$ cat src/rtl/booth_pkg.sv
package booth_pkg;
  // one Booth digit: magnitude select (x1 / x2) and sign
  typedef struct packed {
    logic one;
    logic two;
    logic neg;
  } digit_t;
endpackage

$ cat src/rtl/booth_digit_enc.sv
module booth_digit_enc
  import booth_pkg::*;
(
  input  logic [2:0] grp_i,
  output digit_t     dig_o
);
  // digit = -2*grp[2] + grp[1] + grp[0]
  always_comb begin
    dig_o.one = grp_i[1] ^ grp_i[0];
    dig_o.two = (grp_i == 3'b100) || (grp_i == 3'b011);
    dig_o.neg = grp_i[2] & ~(grp_i[1] & grp_i[0]);
  end
endmodule

$ cat src/rtl/booth_pp_row.sv
module booth_pp_row
  import booth_pkg::*;
#(
  parameter int W = 8,
  parameter int N = 16   // row width from bit 2*i upward
) (
  input  logic [W-1:0] x_i,
  input  digit_t       dig_i,
  output logic [N-1:0] row_o
);
  localparam int EXT = N - W - 1;

  logic [W:0] xe;
  logic [W:0] pp;

  assign xe = {x_i[W-1], x_i};

  for (genvar j = 0; j <= W; j++) begin : g_bit
    if (j == 0) begin : g_lsb
      assign pp[j] = (xe[j] & dig_i.one) ^ dig_i.neg;
    end else begin : g_mid
      assign pp[j] = ((xe[j] & dig_i.one) | (xe[j-1] & dig_i.two)) ^ dig_i.neg;
    end
  end

  assign row_o = {{EXT{pp[W]}}, pp};

  always_comb begin
    p_sel_onehot_r4: assert ($onehot0({dig_i.one, dig_i.two}));
    if (!dig_i.one && !dig_i.two) begin
      p_zero_row_r8: assert (row_o == '0 && !dig_i.neg);
    end
  end
endmodule

$ cat src/rtl/rca_add.sv
module rca_add #(
  parameter int N = 16
) (
  input  logic [N-1:0] a_i,
  input  logic [N-1:0] b_i,
  input  logic         ci_i,
  output logic [N-1:0] s_o
);
  logic [N-1:0] c;

  assign c[0] = ci_i;

  for (genvar j = 0; j < N; j++) begin : g_fa
    assign s_o[j] = a_i[j] ^ b_i[j] ^ c[j];
    if (j < N - 1) begin : g_cy
      assign c[j+1] = (a_i[j] & b_i[j]) | (c[j] & (a_i[j] ^ b_i[j]));
    end
  end
endmodule

$ cat src/rtl/booth_mult_rca.sv
module booth_mult_rca
  import booth_pkg::*;
#(
  parameter int W = 8
) (
  input  logic              clk_i,
  input  logic              rst_ni,
  input  logic [W-1:0]      mcand_i,
  input  logic [W-1:0]      mplier_i,
  output logic [2*W-1:0]    prod_o
);
  localparam int PW   = 2 * W;
  localparam int ROWS = W / 2;

  logic [W:0]              ye;   // multiplier with implied 0 below LSB
  digit_t [ROWS-1:0]       dig;
  logic [ROWS:0][PW-1:0]   acc;
  logic [PW-1:0]           prod_q;

  assign ye     = {mplier_i, 1'b0};
  assign acc[0] = '0;

  for (genvar i = 0; i < ROWS; i++) begin : g_row
    localparam int LO = 2 * i;
    localparam int N  = PW - LO;

    logic [N-1:0] row;

    booth_digit_enc u_enc (
      .grp_i (ye[LO+2:LO]),
      .dig_o (dig[i])
    );

    booth_pp_row #(.W(W), .N(N)) u_row (
      .x_i   (mcand_i),
      .dig_i (dig[i]),
      .row_o (row)
    );

    // neg of row i enters at bit 2*i as carry-in
    rca_add #(.N(N)) u_add (
      .a_i  (acc[i][PW-1:LO]),
      .b_i  (row),
      .ci_i (dig[i].neg),
      .s_o  (acc[i+1][PW-1:LO])
    );

    if (LO > 0) begin : g_pass
      assign acc[i+1][LO-1:0] = acc[i][LO-1:0];
    end
  end

  always_ff @(posedge clk_i or negedge rst_ni) begin
    if (!rst_ni) prod_q <= '0;
    else         prod_q <= acc[ROWS];
  end

  assign prod_o = prod_q;

  p_reset_clear_r1: assert property (@(posedge clk_i) !rst_ni |-> prod_o == '0);

  p_product_r2: assert property (@(posedge clk_i) disable iff (!rst_ni)
    $past(rst_ni) |-> $signed(prod_o) == $signed($past(mcand_i)) * $signed($past(mplier_i)));
endmodule

$ cat config.mk
export PLATFORM = sky130hd
export DESIGN_NAME = booth_mult_rca
export DESIGN_NICKNAME = d
export VERILOG_FILES = /design/src/rtl/booth_pkg.sv /design/src/rtl/booth_digit_enc.sv /design/src/rtl/booth_pp_row.sv /design/src/rtl/rca_add.sv /design/src/rtl/booth_mult_rca.sv
export SDC_FILE = /design/constraint.sdc
export NUM_CORES = 1
export LEC_CHECK = 0
export BUFFER_PORTS_ARGS = -buffer_cell sky130_fd_sc_hd__buf_4
export CAP_MARGIN = 25
export CORE_UTILIZATION = 40
export DETAILED_ROUTE_END_ITERATION = 6
export SYNTH_ARGS = -nofsm -noshare
export SYNTH_HDL_FRONTEND = slang
export SYNTH_SLANG_ARGS = --single-unit
$ cat constraint.sdc
create_clock -name clk_i -period 0.8 [get_ports clk_i]
set_input_delay 0.08 -clock clk_i [delete_from_list [all_inputs] [get_ports clk_i]]
set_output_delay 0.08 -clock clk_i [all_outputs]
set_load 0.05 [all_outputs]
# --- Word level (Yosys, flattened, before mapping) ---
# Cells that the tools add are included.
totals:
  out_inout_bits: 16
  wordCells: 357
  in_bits: 18
  ff_bits: 16
op_classes:
  n_bitwise: 346
  eq_ne: 7
  reduce_logical: 3
ops:
  columns: ["operator", "n"]
  rows:
  - ["$and A1 B1 Y1", 151]
  - ["$xor A1 B1 Y1", 127]
  - ["$or A1 B1 Y1", 65]
  - ["$eq A3 B2 Y1 const B", 3]
  - ["$eq A3 B3 Y1 const B", 3]
  - ["$logic_or A1 B1 Y1", 3]
  - ["$not A1 Y1", 3]
  - ["$eq A2 B2 Y1 const B", 1]

# --- Depth between registers and ports, before layout ---
# Gate-level depths: netlist of run 1.
depth:
  ltp_word: 38
  ltp_mapped: 33
  mapped_depth_nobuf: 30

# --- By module ---
# From an unflattened synthesis of run 1, not the netlist that was laid out.
hier_totals:
  cells_unflattened: 213
  hier_area_um2: 2691.3
modules_own_cells:
  columns: ["module", "seq_area_each_um2", "area_per_inst_um2", "n_inst", "cells_per_inst"]
  rows:
  - ["booth_mult_rca", 400.4, 404.1, 1, 17]
  - ["rca_add at g_row[0].u_add", 0.0, 342.8, 1, 21]
  - ["rca_add at g_row[1].u_add", 0.0, 302.8, 1, 19]
  - ["rca_add at g_row[2].u_add", 0.0, 262.8, 1, 17]
  - ["booth_pp_row at g_row[0].u_row", 0.0, 257.7, 1, 28]
  - ["booth_pp_row at g_row[1].u_row", 0.0, 242.7, 1, 26]
  - ["booth_pp_row at g_row[2].u_row", 0.0, 227.7, 1, 24]
  - ["rca_add at g_row[3].u_add", 0.0, 222.7, 1, 15]
  - ["booth_digit_enc", 0.0, 53.8, 4, 6]
  - ["booth_pp_row at g_row[3].u_row", 0.0, 212.7, 1, 22]

# --- Least setup slack after synthesis of run 1 ---
# Ideal clock, no wire load.
synth_path:
  kind: "input-to-reg"
  start: "in mplier_i[1]"
  end: "reg prod_q[15], in the netlist prod_o[15]"
  n_path_buf: 2
  setup_time_ps: 123
  t_required_ps: 677
  arrival_ps: 7405
  stages: 28
  setup_slack_ps: -6727
  path_cell_list: "clkbuf_1 -> inv_1 -> ha_1 -> clkbuf_1 -> nand2_1 -> nand2_1 -> o21ai_0 -> a22oi_1 -> fa_1 -> inv_1 -> fa_1 -> fa_1 -> inv_1 -> fa_1 -> fa_1 -> fa_1 -> fa_1 -> fa_1 -> fa_1 -> fa_1 -> fa_1 -> fa_1 -> fa_1 -> fa_1 -> xor2_1 -> xnor2_1 -> xnor2_1 -> xnor2_1"
synth_rtl:
  columns: ["element", "line", "text"]
  rows:
  - ["start, declared", "booth_mult_rca.sv:9", "input logic [W-1:0] mplier_i,"]
  - ["end signal, assigned", "booth_mult_rca.sv:55", "else prod_q <= acc[ROWS];"]
  - ["end, declared", "booth_mult_rca.sv:18", "logic [PW-1:0] prod_q;"]

==> results of run 1 <==
-- timing repair --
item / in CTS / in global routing
setup buffers: 0 / 1
endpoints found under the setup margin: 30 / 30
resized for setup: 38 / 14
pin swaps: 7 / 8
hold buffers: 1 / 0
endpoints found under the hold margin: 16 / 0
-- cells in the final DEF (no fill, tap or decap), types with 10 or more instances in the layout --
cell type,n
a21oi_1,20
o21ai_0,23
buf_6,21
dfrtp_1,16
buf_4,69
inv_1,10
nand2_1,59
fa_2,22
inv_2,13
a22oi_1,25
-- where the power goes --
group	leakage, nW	internal [mW]	switching, mW	total (mW)
logic	1.32	2.94	3.65	6.59
registers	0.187	1.24	0.153	1.39
clock network	0.0216	0.334	0.288	0.622
-- logic make-up after synthesis --
kind of cell	synth area share [%]
compound gates	22.4
buf+inv	8.57
mux	1.38
fa+ha+maj	29.9
flops	16.9
simple gates	17.8
xor+xnor	2.96
-- path summary, 6_finish.rpt --
path / startpoint / endpoint / slack, ns / depth (start not counted)
setup / recovery: mplier_i[0] / prod_o[15] / -5.80 / 27
min in group asynchronous: rst_ni / prod_o[2] / 0.22 / 2
hold / removal: mplier_i[1] / prod_o[0] / 0.15 / 3
max in group asynchronous: rst_ni / prod_o[13] / 0.39 / 2
-- metrics by stage --
step           power (mW)  util (%)  setup slack, ns
6_report             8.60      60.1            -5.80
5_1_grt              9.36      60.1            -6.04
4_1_cts              8.51      59.3            -5.84
3_5_place_dp         7.41      56.0            -6.24
3_3_place_gp         7.35      56.0            -6.09
2_1_floorplan        5.46         -            -5.99
-- area by class of cell --
cell class	count	area, µm²	share of cell area (%)
clock buffers	3	41.3	1.22
inverters	24	92.6	2.75
multi-input cells	234	1950	57.8
flip-flops and latches	16	400	11.9
well taps	72	90.1	2.67
repair buffers	93	800	23.7
-- layer usage --
layer	vias to the layer above	share of wire [%]	GRT usage, %
met5	-	0	0
met1	1097	48	33.8
met2	65	46	34.5
met4	0	2.0	6.91
li1	1139	-	-
met3	11	4.4	1.72
-- critical path: cells and delay by family --
family / cells / cell delay, ns
simple gates: 2 / 0.22
xor+xnor: 4 / 0.61
fa+ha+maj: 17 / 5.58
buf+inv: 3 / 0.18
compound gates: 1 / 0.06
-- cells in the mapped netlist (all sizes together) --
library cell | n | area, µm²
o21ai | 31 | 159
mux2 | 2 | 22.5
a21boi | 1 | 7.51
o22ai | 4 | 25.0
clkbuf | 11 | 41.3
nor2 | 9 | 43.8
o211ai | 1 | 7.51
xor2 | 2 | 17.5
fa | 26 | 521
dfrtp | 16 | 400
mux2i | 1 | 10.0
inv | 24 | 90.1
a22o | 2 | 17.5
buf | 14 | 71.3
nand3b | 1 | 7.51
nand3 | 7 | 35.0
a21oi | 21 | 105
xnor2 | 6 | 52.6
and2 | 4 | 25.0
nor2b | 3 | 18.8
ha | 15 | 188
a21o | 1 | 7.51
a22oi | 26 | 200
nand2 | 61 | 229
nand2b | 10 | 62.6
==> results.json, run 1 <==
{
  "worst_slack_ns": -5.80,
  "syn_inst": 299,
  "nFillCells": 503,
  "htreeDepth": 1,
  "cpMaxStageDelayCell": "fa_2",
  "path_common_cell": "fa_2",
  "firstDrtPassIters": 7,
  "dp_cells": 437,
  "avgSynthCellArea_um2": 7.91,
  "outcome": "finished, violations left",
  "ios": 34,
  "synth-seq-cells": 16,
  "cp_max_fo": 6,
  "min_period_over_period_pct": 825,
  "hp-class": "in -> reg",
  "max_freq_mhz": 151,
  "routed_via_density": 5.23,
  "slew_headroom_pct": 78.0,
  "wirelength_mm": 6.34,
  "maxCapViolCount": 0,
  "grt_pass1_vias": 2150,
  "die_area_um2": 6220,
  "placedInstanceArea_um2": 3140,
  "syn_to_final_growth_pct": 42.5,
  "grt_max_degree": 17,
  "critPathKind": "in -> reg",
  "core_area_um2": 5610,
  "antenna_found_initial": 0,
  "violations": "setup timing",
  "vdd_drop_max_uv": 2030,
  "worstPathArrival_ns": 6.74,
  "worst_pin_slew_ns": 0.327,
  "cts_tree": "built",
  "hpwl_mm": 5.17,
  "die_h_um": 78.9,
  "cp-start-kind": "primary input",
  "grt_pass1_wl_mm": 10.7,
  "hold_ws_ns": 0.153,
  "final_area_um2": 3370,
  "clkTransAtPathRegs_ns": 0.06,
  "fp-row-count": 27,
  "clockBufferDepth": 2,
  "max_stage_delay_ns": 0.53,
  "ant_nets": 0,
  "powerDensity_nw_per_um2": 2550,
  "cts.sinks": 16,
  "final_cells": 442,
  "layout.nets": 431,
  "ys_types": 33,
  "p_leak_nw": 1.52,
  "grt_overflow": 0,
  "hold_viol_final": 0,
  "finalSetupViolCount": 30,
  "fp.dieW_um": 78.9,
  "clockRootBuffer": "clkbuf_8",
  "drt_iter0_drc": 158,
  "critPathRequiredTime_ns": 0.94,
  "ys_warn_count": 0,
  "initial_utilization_pct": 42.2,
  "grt_use_total_pct": 22.6,
  "antenna_cells": 0,
  "period_minus_slack_ns": 6.60,
  "yosysSeqAreaShare_pct": 16.9,
  "critPathCaptureType": "flop",
  "avgRoutedWirePerCell_um": 14.3,
  "syn_nets": 358,
  "rsz0062_at_grt": "yes",
  "largest_reg_flops": 16,
  "drive_gt1_share_pct": 41.4,
  "portBuffers": 33,
  "numCtsBuffers": 3,
  "drc": 0,
  "slew_violations": 0,
  "gp_congestion": 0.835,
  "dr_total_vias": 2312,
  "synth_area_um2": 2360,
  "final.setup.tns_ns": -46.16
}
Power figures use the tool's default switching activity.
==> inputs of run 2 (changes only) <==
Settings changed: CORE_UTILIZATION 40 to 60, PLACE_DENSITY set to 0.83, SETUP_SLACK_MARGIN set to 0.5.
==> run 2 against run 1 <==
Against the previous run:
- the flow finishes with violations (hold timing, setup timing)
- setup slack lost 0.19 ns
- sequential share of layout area grew 1.0 points
- fmax down 2.8%
- wire length rose by 18%
- power is 1.7% higher
- clock power rose by 3.5%
- global-route usage increased by 16 points
- via count up 9.3%
- critical path depth did not move
- combinational power is 0.6% higher
- final cell count is 6.8% lower
- core utilization up 27 points
- largest cell class unchanged
==> results.json, run 2 (synthesis results as in run 1) <==
{
  "dr_total_vias": 2527,
  "grt_pass1_vias": 2506,
  "min_period_over_period_pct": 850,
  "nFillCells": 172,
  "postLayoutCoreUtil_pct": 87.5,
  "hpwl_mm": 5.17,
  "gp_congestion": 0.925,
  "hold_viol_final": 16,
  "hold_ws_ns": -0.318,
  "drive_gt1_share_pct": 43.1,
  "portBuffers": 33,
  "grt_use_total_pct": 38.4,
  "worst_pin_slew_ns": 0.394,
  "clockRootBuffer": "clkbuf_8",
  "grt_overflow": 0,
  "finalSetupViolCount": 30,
  "cts_tree": "built",
  "final_cell_mix": "68 x buf_4, 59 x nand2_1, 25 x o21ai_0, 24 x a22oi_1, 22 x fa_2",
  "die_h_um": 64.8,
  "critPathRequiredTime_ns": 0.97,
  "maxCapViolCount": 0,
  "ant_nets": 0,
  "cts.sinks": 16,
  "layout.nets": 424,
  "p_seq_share_pct": 16.8,
  "die_area_um2": 4200,
  "drc": 0,
  "cp-start-kind": "primary input",
  "initial_utilization_pct": 63.6,
  "p_int_mw": 4.52,
  "avgRoutedWirePerCell_um": 18.2,
  "dp_cells": 408,
  "antenna_cells": 0,
  "drt_iter0_drc": 321,
  "pwr-share-comb_pct": 75.8,
  "slew_violations": 0,
  "pwr-share-clk_pct": 7.4,
  "p_leak_nw": 1.46,
  "worst_slack_ns": -6.00,
  "period_minus_slack_ns": 6.80,
  "power.switching_mw": 4.23,
  "cp_max_fo": 9,
  "grt_pass1_wl_mm": 12.0,
  "numCtsBuffers": 3,
  "wirelength_mm": 7.51,
  "routed_via_density": 6.13,
  "fp-row-count": 22,
  "firstDrtPassIters": 5,
  "final_common_cell": "buf_4",
  "syn_to_final_growth_pct": 37.5,
  "htreeDepth": 1,
  "core_area_um2": 3720,
  "hp-class": "in -> async",
  "fp.dieW_um": 64.8,
  "slew_headroom_pct": 73.5,
  "critPathCaptureType": "flop",
  "powerDensity_nw_per_um2": 2690,
  "swShare_pct": 48.4,
  "clkTransAtPathRegs_ns": 0.07,
  "rsz0062_at_grt": "yes",
  "antenna_found_initial": 0,
  "ios": 34,
  "clockBufferDepth": 2,
  "outcome": "finished, violations left",
  "grt_max_degree": 17,
  "final_cells": 412,
  "max_freq_mhz": 147,
  "worstPathArrival_ns": 6.97,
  "critPathKind": "in -> reg",
  "largest_reg_flops": 16,
  "violations": "hold timing, setup timing",
  "vdd_drop_max_uv": 1460
}
-- run 2: cell count changes in the layout (fill, tap and decap cells not counted), moves of 2 or more --
cell | before | now
o21ai_0 | 23 | 25
buf_6 | 21 | 17
dfrtp_2 | 0 | 15
inv_1 | 10 | 14
dfrtp_1 | 16 | 1
inv_2 | 13 | 8
-- run 2: layout make-up --
cell class                 instances  area [µm²]  area share [%]
tap                               48        60.1            1.85
clock buffer                       4        45.0            1.39
timing repair buffer              86         717            22.0
multi-input combinational        234        1920            58.9
inverter                          24        95.1            2.92
sequential                        16         419            12.9
-- run 2: per-stage QoR --
stage               setup TNS (ns)  instance area (µm²)  setup slack [ns]  power, mW
finish                      -48.38                 3250             -6.00       8.75
global route                -50.20                 3250             -6.20       9.31
CTS                         -47.38                 3230             -5.92       8.58
detailed placement          -50.88                 3090             -6.26       7.45
global placement            -49.85                 3090             -6.11       7.23
floorplan                   -47.98                 2560             -5.99       5.54
-- run 2: worst max-delay path, cell delays in order --
cell	delay, ns
buf_8	0.09
buf_4	0.16
nand2_1	0.11
nand3_1	0.13
o21ai_0	0.14
buf_4	0.17
ha_4	0.27
fa_2	0.20
inv_2	0.04
fa_2	0.34
fa_2	0.54
inv_2	0.04
fa_2	0.36
fa_2	0.36
fa_2	0.49
fa_2	0.35
fa_2	0.34
fa_2	0.35
fa_2	0.35
fa_2	0.34
fa_2	0.34
fa_2	0.35
fa_2	0.35
xor2_1	0.17
xnor2_1	0.13
xnor2_1	0.20
xnor2_1	0.15
-- run 2: repair_timing --
item | in CTS | in global routing
setup buffers | 0 | 0
pin swaps | 6 | 5
resized for setup | 29 | 6
endpoints found under the hold margin | 16 | 16
endpoints found under the setup margin | 32 | 32
-- run 2: power by group through the flow --
stage	clock, mW	combinational (mW)	sequential [mW]
4_1_cts	0.652	6.46	1.46
6_report	0.644	6.63	1.47
2_1_floorplan	0	2.84	2.71
5_1_grt	0.678	7.14	1.49
3_5_place_dp	0	6.04	1.41
3_3_place_gp	0	5.84	1.39
-- run 2: per-layer routing --
metal  GRT usage [%]  up-vias  part of all wire, %
met4            18.9        0                  4.4
met2            66.1      197                   49
met1            46.4     1170                   37
met5               0        -                    0
li1                -     1124                    -
met3            5.63       36                  8.9
-- run 2: worst max-delay path by stage --
stage	startpoint	to	slack, ns	cells past startpoint
after floorplan	mplier_i[1]	prod_o[15]	-5.99	27
after global placement	mplier_i[1]	prod_o[15]	-6.11	26
after detailed placement	mplier_i[0]	prod_o[15]	-6.26	27
after CTS	mplier_i[0]	prod_o[15]	-5.92	27
after global routing	mplier_i[0]	prod_o[15]	-6.20	27
final	mplier_i[0]	prod_o[15]	-6.00	27
